`src/rtl/ps2_evt_pkg.sv`:
```
package ps2_evt_pkg;
  localparam int EVT_W = 8;

  // status / enable bit positions
  localparam int B_KB_RX  = 0;
  localparam int B_MS_RX  = 1;
  localparam int B_KB_WR  = 2;
  localparam int B_MS_WR  = 3;
  localparam int B_KB_RD  = 4;
  localparam int B_MS_RD  = 5;
  localparam int B_RSVD   = 6;
  localparam int B_CHG    = 7;

  localparam logic [EVT_W-1:0] LIVE_MASK = ~(EVT_W'(1) << B_RSVD);

  // clock-disable control register layout
  localparam int C_MC_KB  = 0;
  localparam int C_MC_MS  = 1;
  localparam int C_SEL    = 2;
  localparam int C_HST_KB = 4;
  localparam int C_HST_MS = 5;

  typedef enum logic [1:0] {
    RA_STS = 2'd0,
    RA_EN  = 2'd1,
    RA_MIR = 2'd2,
    RA_CLK = 2'd3
  } reg_addr_e;
endpackage

```
`src/rtl/ps2_evt_sticky_bank.sv`:
```
module ps2_evt_sticky_bank #(
  parameter int W = 8,
  parameter logic [W-1:0] LIVE = '1
) (
  input  logic         clk,
  input  logic         rst_n,
  input  logic [W-1:0] set_i,
  input  logic [W-1:0] clr_i,
  output logic [W-1:0] sts_o
);
  for (genvar i = 0; i < W; i++) begin : g_bit
    if (LIVE[i]) begin : g_live
      logic q;
      always_ff @(posedge clk) begin
        if (!rst_n)        q <= 1'b0;
        else if (set_i[i]) q <= 1'b1;   // set beats clear
        else if (clr_i[i]) q <= 1'b0;
      end
      assign sts_o[i] = q;

      a_r6_hold: assert property (@(posedge clk) disable iff (!rst_n)
        (q && !clr_i[i]) |=> q);
      a_r6_clear: assert property (@(posedge clk) disable iff (!rst_n)
        (clr_i[i] && !set_i[i]) |=> !q);
      a_r7_set_wins: assert property (@(posedge clk) disable iff (!rst_n)
        set_i[i] |=> q);
    end else begin : g_dead
      assign sts_o[i] = 1'b0;
    end
  end
endmodule

```
`src/rtl/ps2_stat_chg_det.sv`:
```
module ps2_stat_chg_det #(
  parameter int DW = 8,
  parameter logic [DW-1:0] RST_VAL = '0
) (
  input  logic          clk,
  input  logic          rst_n,
  input  logic [DW-1:0] stat_i,
  output logic          chg_o
);
  logic [DW-1:0] prev_q;

  always_ff @(posedge clk) begin
    if (!rst_n) prev_q <= RST_VAL;
    else        prev_q <= stat_i;
  end

  assign chg_o = rst_n && (stat_i != prev_q);

  // a value that held for a whole cycle after reset never flags a change
  a_r5_quiet: assert property (@(posedge clk) disable iff (!rst_n)
    ($past(rst_n) && $stable(stat_i)) |-> !chg_o);
  // a fresh value after a settled cycle always flags a change
  a_r5_flag: assert property (@(posedge clk) disable iff (!rst_n)
    ($past(rst_n) && !$stable(stat_i)) |-> chg_o);
endmodule

```
`src/rtl/ps2_clkdis_sel.sv`:
```
module ps2_clkdis_sel #(
  parameter int NCH = 2
) (
  input  logic           sel_mc_i,
  input  logic [NCH-1:0] host_dis_i,
  input  logic [NCH-1:0] mc_dis_i,
  output logic [NCH-1:0] dis_o
);
  for (genvar c = 0; c < NCH; c++) begin : g_ch
    assign dis_o[c] = sel_mc_i ? mc_dis_i[c] : host_dis_i[c];
  end
endmodule

```
`src/rtl/ps2_evt_irq_unit.sv`:
```
module ps2_evt_irq_unit
  import ps2_evt_pkg::*;
#(
  parameter logic [7:0] STAT_RST = 8'h10
) (
  input  logic       clk,
  input  logic       rst_n,
  input  logic [7:0] host_stat,
  input  logic       host_kb_rd,
  input  logic       host_ms_rd,
  input  logic       host_kb_wr,
  input  logic       host_ms_wr,
  input  logic       dev_kb_rx,
  input  logic       dev_ms_rx,
  input  logic       host_kb_clkdis,
  input  logic       host_ms_clkdis,
  input  logic [1:0] mc_addr,
  input  logic       mc_we,
  input  logic [7:0] mc_wdata,
  output logic [7:0] mc_rdata,
  output logic       kb_clkdis,
  output logic       ms_clkdis,
  output logic       irq
);
  localparam int NCH = 2;

  logic             chg;
  logic [EVT_W-1:0] set_v, clr_v, sts, en_q;
  logic [2:0]       ctl_q;
  logic             irq_q;
  logic [NCH-1:0]   dis_v;

  ps2_stat_chg_det #(.DW(8), .RST_VAL(STAT_RST)) u_chg (
    .clk(clk), .rst_n(rst_n), .stat_i(host_stat), .chg_o(chg)
  );

  always_comb begin
    set_v          = '0;
    set_v[B_KB_RX] = dev_kb_rx;
    set_v[B_MS_RX] = dev_ms_rx;
    set_v[B_KB_WR] = host_kb_wr;
    set_v[B_MS_WR] = host_ms_wr;
    set_v[B_KB_RD] = host_kb_rd;
    set_v[B_MS_RD] = host_ms_rd;
    set_v[B_CHG]   = chg;
  end

  assign clr_v = (mc_we && mc_addr == RA_STS) ? mc_wdata : '0;

  ps2_evt_sticky_bank #(.W(EVT_W), .LIVE(LIVE_MASK)) u_sts (
    .clk(clk), .rst_n(rst_n), .set_i(set_v), .clr_i(clr_v), .sts_o(sts)
  );

  always_ff @(posedge clk) begin
    if (!rst_n) begin
      en_q  <= '0;
      ctl_q <= '0;
      irq_q <= 1'b0;
    end else begin
      if (mc_we && mc_addr == RA_EN)  en_q  <= mc_wdata & LIVE_MASK;
      if (mc_we && mc_addr == RA_CLK) ctl_q <= mc_wdata[2:0];
      irq_q <= |(sts & en_q);
    end
  end
  assign irq = irq_q;

  ps2_clkdis_sel #(.NCH(NCH)) u_dis (
    .sel_mc_i  (ctl_q[C_SEL]),
    .host_dis_i({host_ms_clkdis, host_kb_clkdis}),
    .mc_dis_i  ({ctl_q[C_MC_MS], ctl_q[C_MC_KB]}),
    .dis_o     (dis_v)
  );
  assign kb_clkdis = dis_v[0];
  assign ms_clkdis = dis_v[1];

  always_comb begin
    mc_rdata = '0;
    unique case (mc_addr)
      RA_STS: mc_rdata = sts;
      RA_EN:  mc_rdata = en_q;
      RA_MIR: mc_rdata = host_stat;
      RA_CLK: begin
        mc_rdata[2:0]    = ctl_q;
        mc_rdata[C_HST_KB] = host_kb_clkdis;
        mc_rdata[C_HST_MS] = host_ms_clkdis;
      end
      default: mc_rdata = '0;
    endcase
  end

  // interrupt tracks enabled status one cycle later
  a_r9_irq_rise: assert property (@(posedge clk) disable iff (!rst_n)
    (|(sts & en_q)) |=> irq);
  a_r9_irq_fall: assert property (@(posedge clk) disable iff (!rst_n)
    !(|(sts & en_q)) |=> !irq);
  // reserved position never holds state
  a_r8_rsvd_zero: assert property (@(posedge clk) disable iff (!rst_n)
    !sts[B_RSVD] && !en_q[B_RSVD]);
endmodule

```
`config.mk`:
```
export PLATFORM = sky130hd
export DESIGN_NAME = ps2_evt_irq_unit
export DESIGN_NICKNAME = d
export VERILOG_FILES = /design/src/rtl/ps2_evt_pkg.sv /design/src/rtl/ps2_evt_sticky_bank.sv /design/src/rtl/ps2_stat_chg_det.sv /design/src/rtl/ps2_clkdis_sel.sv /design/src/rtl/ps2_evt_irq_unit.sv
export SDC_FILE = /design/constraint.sdc
export NUM_CORES = 1
export LEC_CHECK = 0
export CELL_PAD_IN_SITES_DETAIL_PLACEMENT = 2
export CELL_PAD_IN_SITES_GLOBAL_PLACEMENT = 2
export CORE_ASPECT_RATIO = 1.25
export CORE_UTILIZATION = 26
export CTS_BUF_LIST = sky130_fd_sc_hd__clkbuf_2
export CTS_CLUSTER_SIZE = 8
export DETAILED_ROUTE_END_ITERATION = 10
export HOLD_SLACK_MARGIN = 0.15
export PLACE_DENSITY = 0.79
export SLEW_MARGIN = 20
export SYNTH_ARGS = -nofsm -noshare
export SYNTH_HDL_FRONTEND = slang
export SYNTH_SLANG_ARGS = --single-unit
```
`constraint.sdc`:
```
create_clock -name clk -period 1 [get_ports clk]
set_input_delay 0.2 -clock clk [delete_from_list [all_inputs] [get_ports clk]]
set_output_delay 0.2 -clock clk [all_outputs]
set_load 0.02 [all_outputs]
```
# Yosys cells after proc, flatten, opt, wreduce, memory -nomap -nowiden
# Index checks and enable logic that the tools add are counted.
dict set report totals {
  ff_bits 26
  latchBits 0
  ram_bits 0
  mem_bits_ro 0
  input_bits 29
  memories 0
}
dict set report op_classes {
  n_addsub 0
  n_mul 0
  div_mod_pow 0
  order_cmp 0
  n_eq_ne 4
  n_shift 0
  mux 21
  bitwise_logic 1
  n_reduce_logical 13
}
# cell count
set ops {}
lappend ops {{1-bit two-way mux} 16}
lappend ops {{2-bit nonzero test} 7}
lappend ops {{3-bit case mux with 4 select lines} 1}
lappend ops {{8-bit AND} 1}
lappend ops {{8-bit two-way mux} 1}
lappend ops {{8-bit != test} 1}
lappend ops {{2-bit case mux with 4 select lines} 1}
lappend ops {{8-bit OR reduction} 1}
lappend ops {{2-bit case mux with 3 select lines} 1}
lappend ops {{2-bit == test (second input constant)} 2}
lappend ops {{1-bit logical AND} 4}
lappend ops {{1-bit case mux with 3 select lines} 1}
lappend ops {{2-bit by 1-bit == test with 1-bit output (second input constant)} 1}
lappend ops {{2-bit zero test} 1}

# Depth between registers and ports, before layout
# Gate-level depths: netlist of the first run.
dict set report depth {
  word_depth 5
  depth_mapped 5
  mapped_depth_nobuf 3
}

# Modules after synthesis
# From an unflattened synthesis of the first run, not the netlist that was laid out.
dict set report unflattened {
  cells_unflattened 125
  hier_area_um2 1321.3
}
# module instances cells_each area_each_um2 seq_area_each_um2
set modules_own_cells {}
lappend modules_own_cells {ps2_evt_irq_unit 1 66 696.9 220.2}
lappend modules_own_cells {ps2_stat_chg_det 1 27 301.5 160.2}
lappend modules_own_cells {ps2_evt_sticky_bank 1 30 300.3 140.1}
lappend modules_own_cells {ps2_clkdis_sel 1 2 22.5 0.0}

# Least setup slack after synthesis of the first run
# OpenSTA, ideal clock, no wires.
dict set report synth_path {
  kind {input port to output port}
  startpoint {input port mc_addr[0]}
  endpoint {output port mc_rdata[3]}
  arrival_time_ps 953
  required_ps 800
  path_slack_ps -153
  cell_stages 3
  n_path_buf 1
  cell_sequence {buf_4 mux2i_1 o21ai_0}
}
dict set report synth_via {
  elab_chain_cells 2
  word_cells_on_any_way 4
  classes_between {eq/ne: 2; mux: 1; reduce/logical: 1}
}
# item line
set synth_lines {}
lappend synth_lines {{from (decl)} ps2_evt_irq_unit.sv:17} ;# input logic [1:0] mc_addr,
lappend synth_lines {{2-bit == test, or another cell as far along} ps2_evt_irq_unit.sv:78} ;# unique case (mc_addr)
lappend synth_lines {{1-bit case mux with 3 select lines *} ps2_evt_irq_unit.sv:78}
lappend synth_lines {{to (decl)} ps2_evt_irq_unit.sv:20} ;# output logic [7:0] mc_rdata,
# Mark *: on every way between the ends. The rest lies on a longest branch, timed or not.

# Final worst setup path of the first run
dict set report layout_path {
  startpoint {register en_q[5]}
  endpoint {output port mc_rdata[5]}
}
dict set report layout_via {
  elab_chain_cells 1
}
# item line
set layout_lines {}
lappend layout_lines {{from (decl)} ps2_evt_irq_unit.sv:28} ;# logic [EVT_W-1:0] set_v, clr_v, sts, en_q;
lappend layout_lines {{from (signal assigned)} ps2_evt_irq_unit.sv:60} ;# if (mc_we && mc_addr == RA_EN) en_q <= mc_wdata & LIVE_MASK;
lappend layout_lines {{2-bit case mux with 4 select lines} ps2_evt_irq_unit.sv:78}
# Every way passes these cells.

==> qor.csv, run 1 <==
metric;value;unit
multi_input_area;700.7;um^2
rr_worst_depth;4;
yosys_warnings;0;
sw_frac_of_total;30.92;%
cts-root-buf;clkbuf_2;
drive_gt1_share;49.74;%
start_kind;flop;
avgRoutedWirePerCell;23.20;um
startpoint;en_q[5];
ys_types;25;
die_w;62.16;um
ios;40;
fin_skew;0.004485;ns
path_class;reg -> out;
synth_flop_cell;dfxtp_1;
drt_first_pass_iters;4;
drc_errors;0;
synth_area_leaders;dfxtp_1 44%, mux2i_1 10%, mux4_2 9.6%;
syn_avg_cell_area;11.10;um^2
p_sw;0.0007082;W
synthToLayoutAreaGrowth;80.21;%
syn-cell-area;0.001176;mm^2
p_int;0.001582;W
seqCellArea;539.3;um^2
pre_cts_ws;-1.192;ns
setup_viol;14;
violations;negative setup slack;
rsz0062_at_grt;yes;
nFillCells;443;
path_clk_slew;0.27;ns
post-route-period-util;169.0;%
r2r_slack;-0.22;ns
yosysMostFrequentCell;dfxtp_1;
grt_first_pass_wirelength;7900;um
dp_hpwl;3628;um
worstMarginPinSlew;0.3063;ns
postPlaceCellArea;0.001881;mm^2
ys_seq_area_share;44.26;%
netlist_instances;106;
dieArea;0.004798;mm^2
die_y;77.20;um
antenna_found_initial;0;
pwr-share-comb;30.8;%
hold_viol;0;
synth.top_cell.area_share;44.26;%
vias_per_cell;4.831;
grt_use_total;22.23;%
numCtsBuffers;3;
clk_path_buf_depth;2;
grt_max_degree;15;
p_leak;0.9740;nW
slew-limit-headroom;79.42;%
cts_max_level;1;
ys_top_cells_by_count;26 x dfxtp_1, 12 x mux2i_1, 10 x nor2_1;
min_to;u_chg.prev_q[2];
num_antenna_cells;0;
synth_seq_cells;26;
fp-row-count;27;
cap_violations;0;
port_buffers;38;
synthArstFlopShare;0;%
nets;221;
p_total;0.002290;W
hold_class;in -> reg;
power-per-cell-area;1081;mW/mm^2
gr-total-overflow;0;
wl;5778;um
setup_slack;-0.6903;ns
core_area;0.004358;mm^2
globalplace.congestion;0.8734;
rr_startpoint;en_q[5];
vdd_ir_drop_max;0.0007291;V
final_area;0.002120;mm^2
min_from;host_stat[2];
p_clk_share;19.7;%
rr_endpoint;irq;
syn_nets;135;
grt_pass1_vias;1386;
run_status;finished with violations;
cp.arrival;1.49;ns
cts_sinks;26;
netlist.top_cell.by_area;dfxtp_1;
max_freq;591.6;MHz
drtIter0Drc;40;
min_period;1.690;ns
slew_viol_final;0;
hold_depth;3;
cts_tree;yes;
synth_edf_count;0;
end_kind;primary output;
clk_latency;0.39;ns
crit_required;0.80;ns
seqPwrFrac;49.5;%
drtAntennaViolNets;0;
initial_core_util;26.99;%
vias;1203;
path_max_fanout;2;
## layout make-up
cell class              instances  area share, %
repair buffers                 86          37.01
flip-flops and latches         26          25.44
well taps                      58          3.424
inverters                       1         0.1771
clock buffers                   3         0.7084
multi-input cells              74          33.06
clock inverters                 1         0.1771
## how the worst max path moves through the flow
stage	slack [ns]	to	depth (start not counted)
after CTS	-0.66	mc_rdata[2]	2
after global placement	-1.11	mc_rdata[0]	3
after global routing	-0.71	mc_rdata[5]	2
final	-0.69	mc_rdata[5]	2
after detailed placement	-1.19	mc_rdata[7]	5
after floorplan	-0.06	mc_rdata[0]	2
## critical path: stages (launching register included)
cell	delay, ns
dfxtp_2	0.41
mux4_2	0.53
buf_6	0.16
## registers in the layout (all words and copies together), names as in the netlist
signal and cells:
ctl_q 3, u_sts.g_bit.g_live.q 7, en_q 7, irq 1
u_chg.prev_q 8
## through the flow
stage	setup TNS [ns]	util, %	instances	hold slack (ns)
after global placement	-21.61	43.15	235	0.5683
after detailed placement	-23.60	43.15	235	0.5842
after global routing	-6.173	48.64	249	0.2363
after CTS	-5.659	46.77	244	0.2837
after floorplan	-0.3055	-	106	0.2730
final	-5.639	48.64	249	0.2407
## power by group through the flow
| stage | Clock [W] | Combinational [W] | Sequential, W |
|---|---|---|---|
| after floorplan | 0 | 0.000232 | 0.00114 |
| after global placement | 0 | 0.000548 | 0.00114 |
| after detailed placement | 0 | 0.000579 | 0.00114 |
| after CTS | 0.000454 | 0.000642 | 0.00113 |
| after global routing | 0.000484 | 0.000741 | 0.00114 |
| final | 0.000451 | 0.000706 | 0.00113 |
## cell families after synthesis
kind of cell,synth area share [%]
mux,21.70
flops,44.26
xor+xnor,5.958
buf+inv,3.191
simple gates,12.34
compound gates,12.55
## repair_timing
item,CTS,global route
resized for setup,111,12
hold buffers,0,0
endpoints found under the setup margin,29,13
gates cloned,0,0
buffers inserted,7,6
hold endpoints to repair,0,0
pin swaps,6,5
## layer usage
layer / GRT usage [%] / up-vias / wire length (um)
li1: - / 552 / -
met1: 24.68 / 599 / 2483
met4: 10.23 / 0 / 154
met3: 2.976 / 14 / 185
met5: 0 / - / 0
met2: 41.32 / 38 / 2954
## cells in the final DEF (no fill, tap or decap), types with 6 or more instances in the layout
master and instances:
xor2_1 8, dfxtp_2 12, nor2_1 10, buf_4 43, clkdlybuf4s50_1 22, buf_6 17
and2_1 7, o21a_1 6, dfxtp_1 13, mux2i_1 11
Note: power is estimated with default switching activity, not from simulation.
==> run 2, diff against run 1 <==
Settings changed: SLEW_MARGIN 20 to not set.
==> results of run 2 <==
Final layout, timing and power as in run 1 (identical DEF).
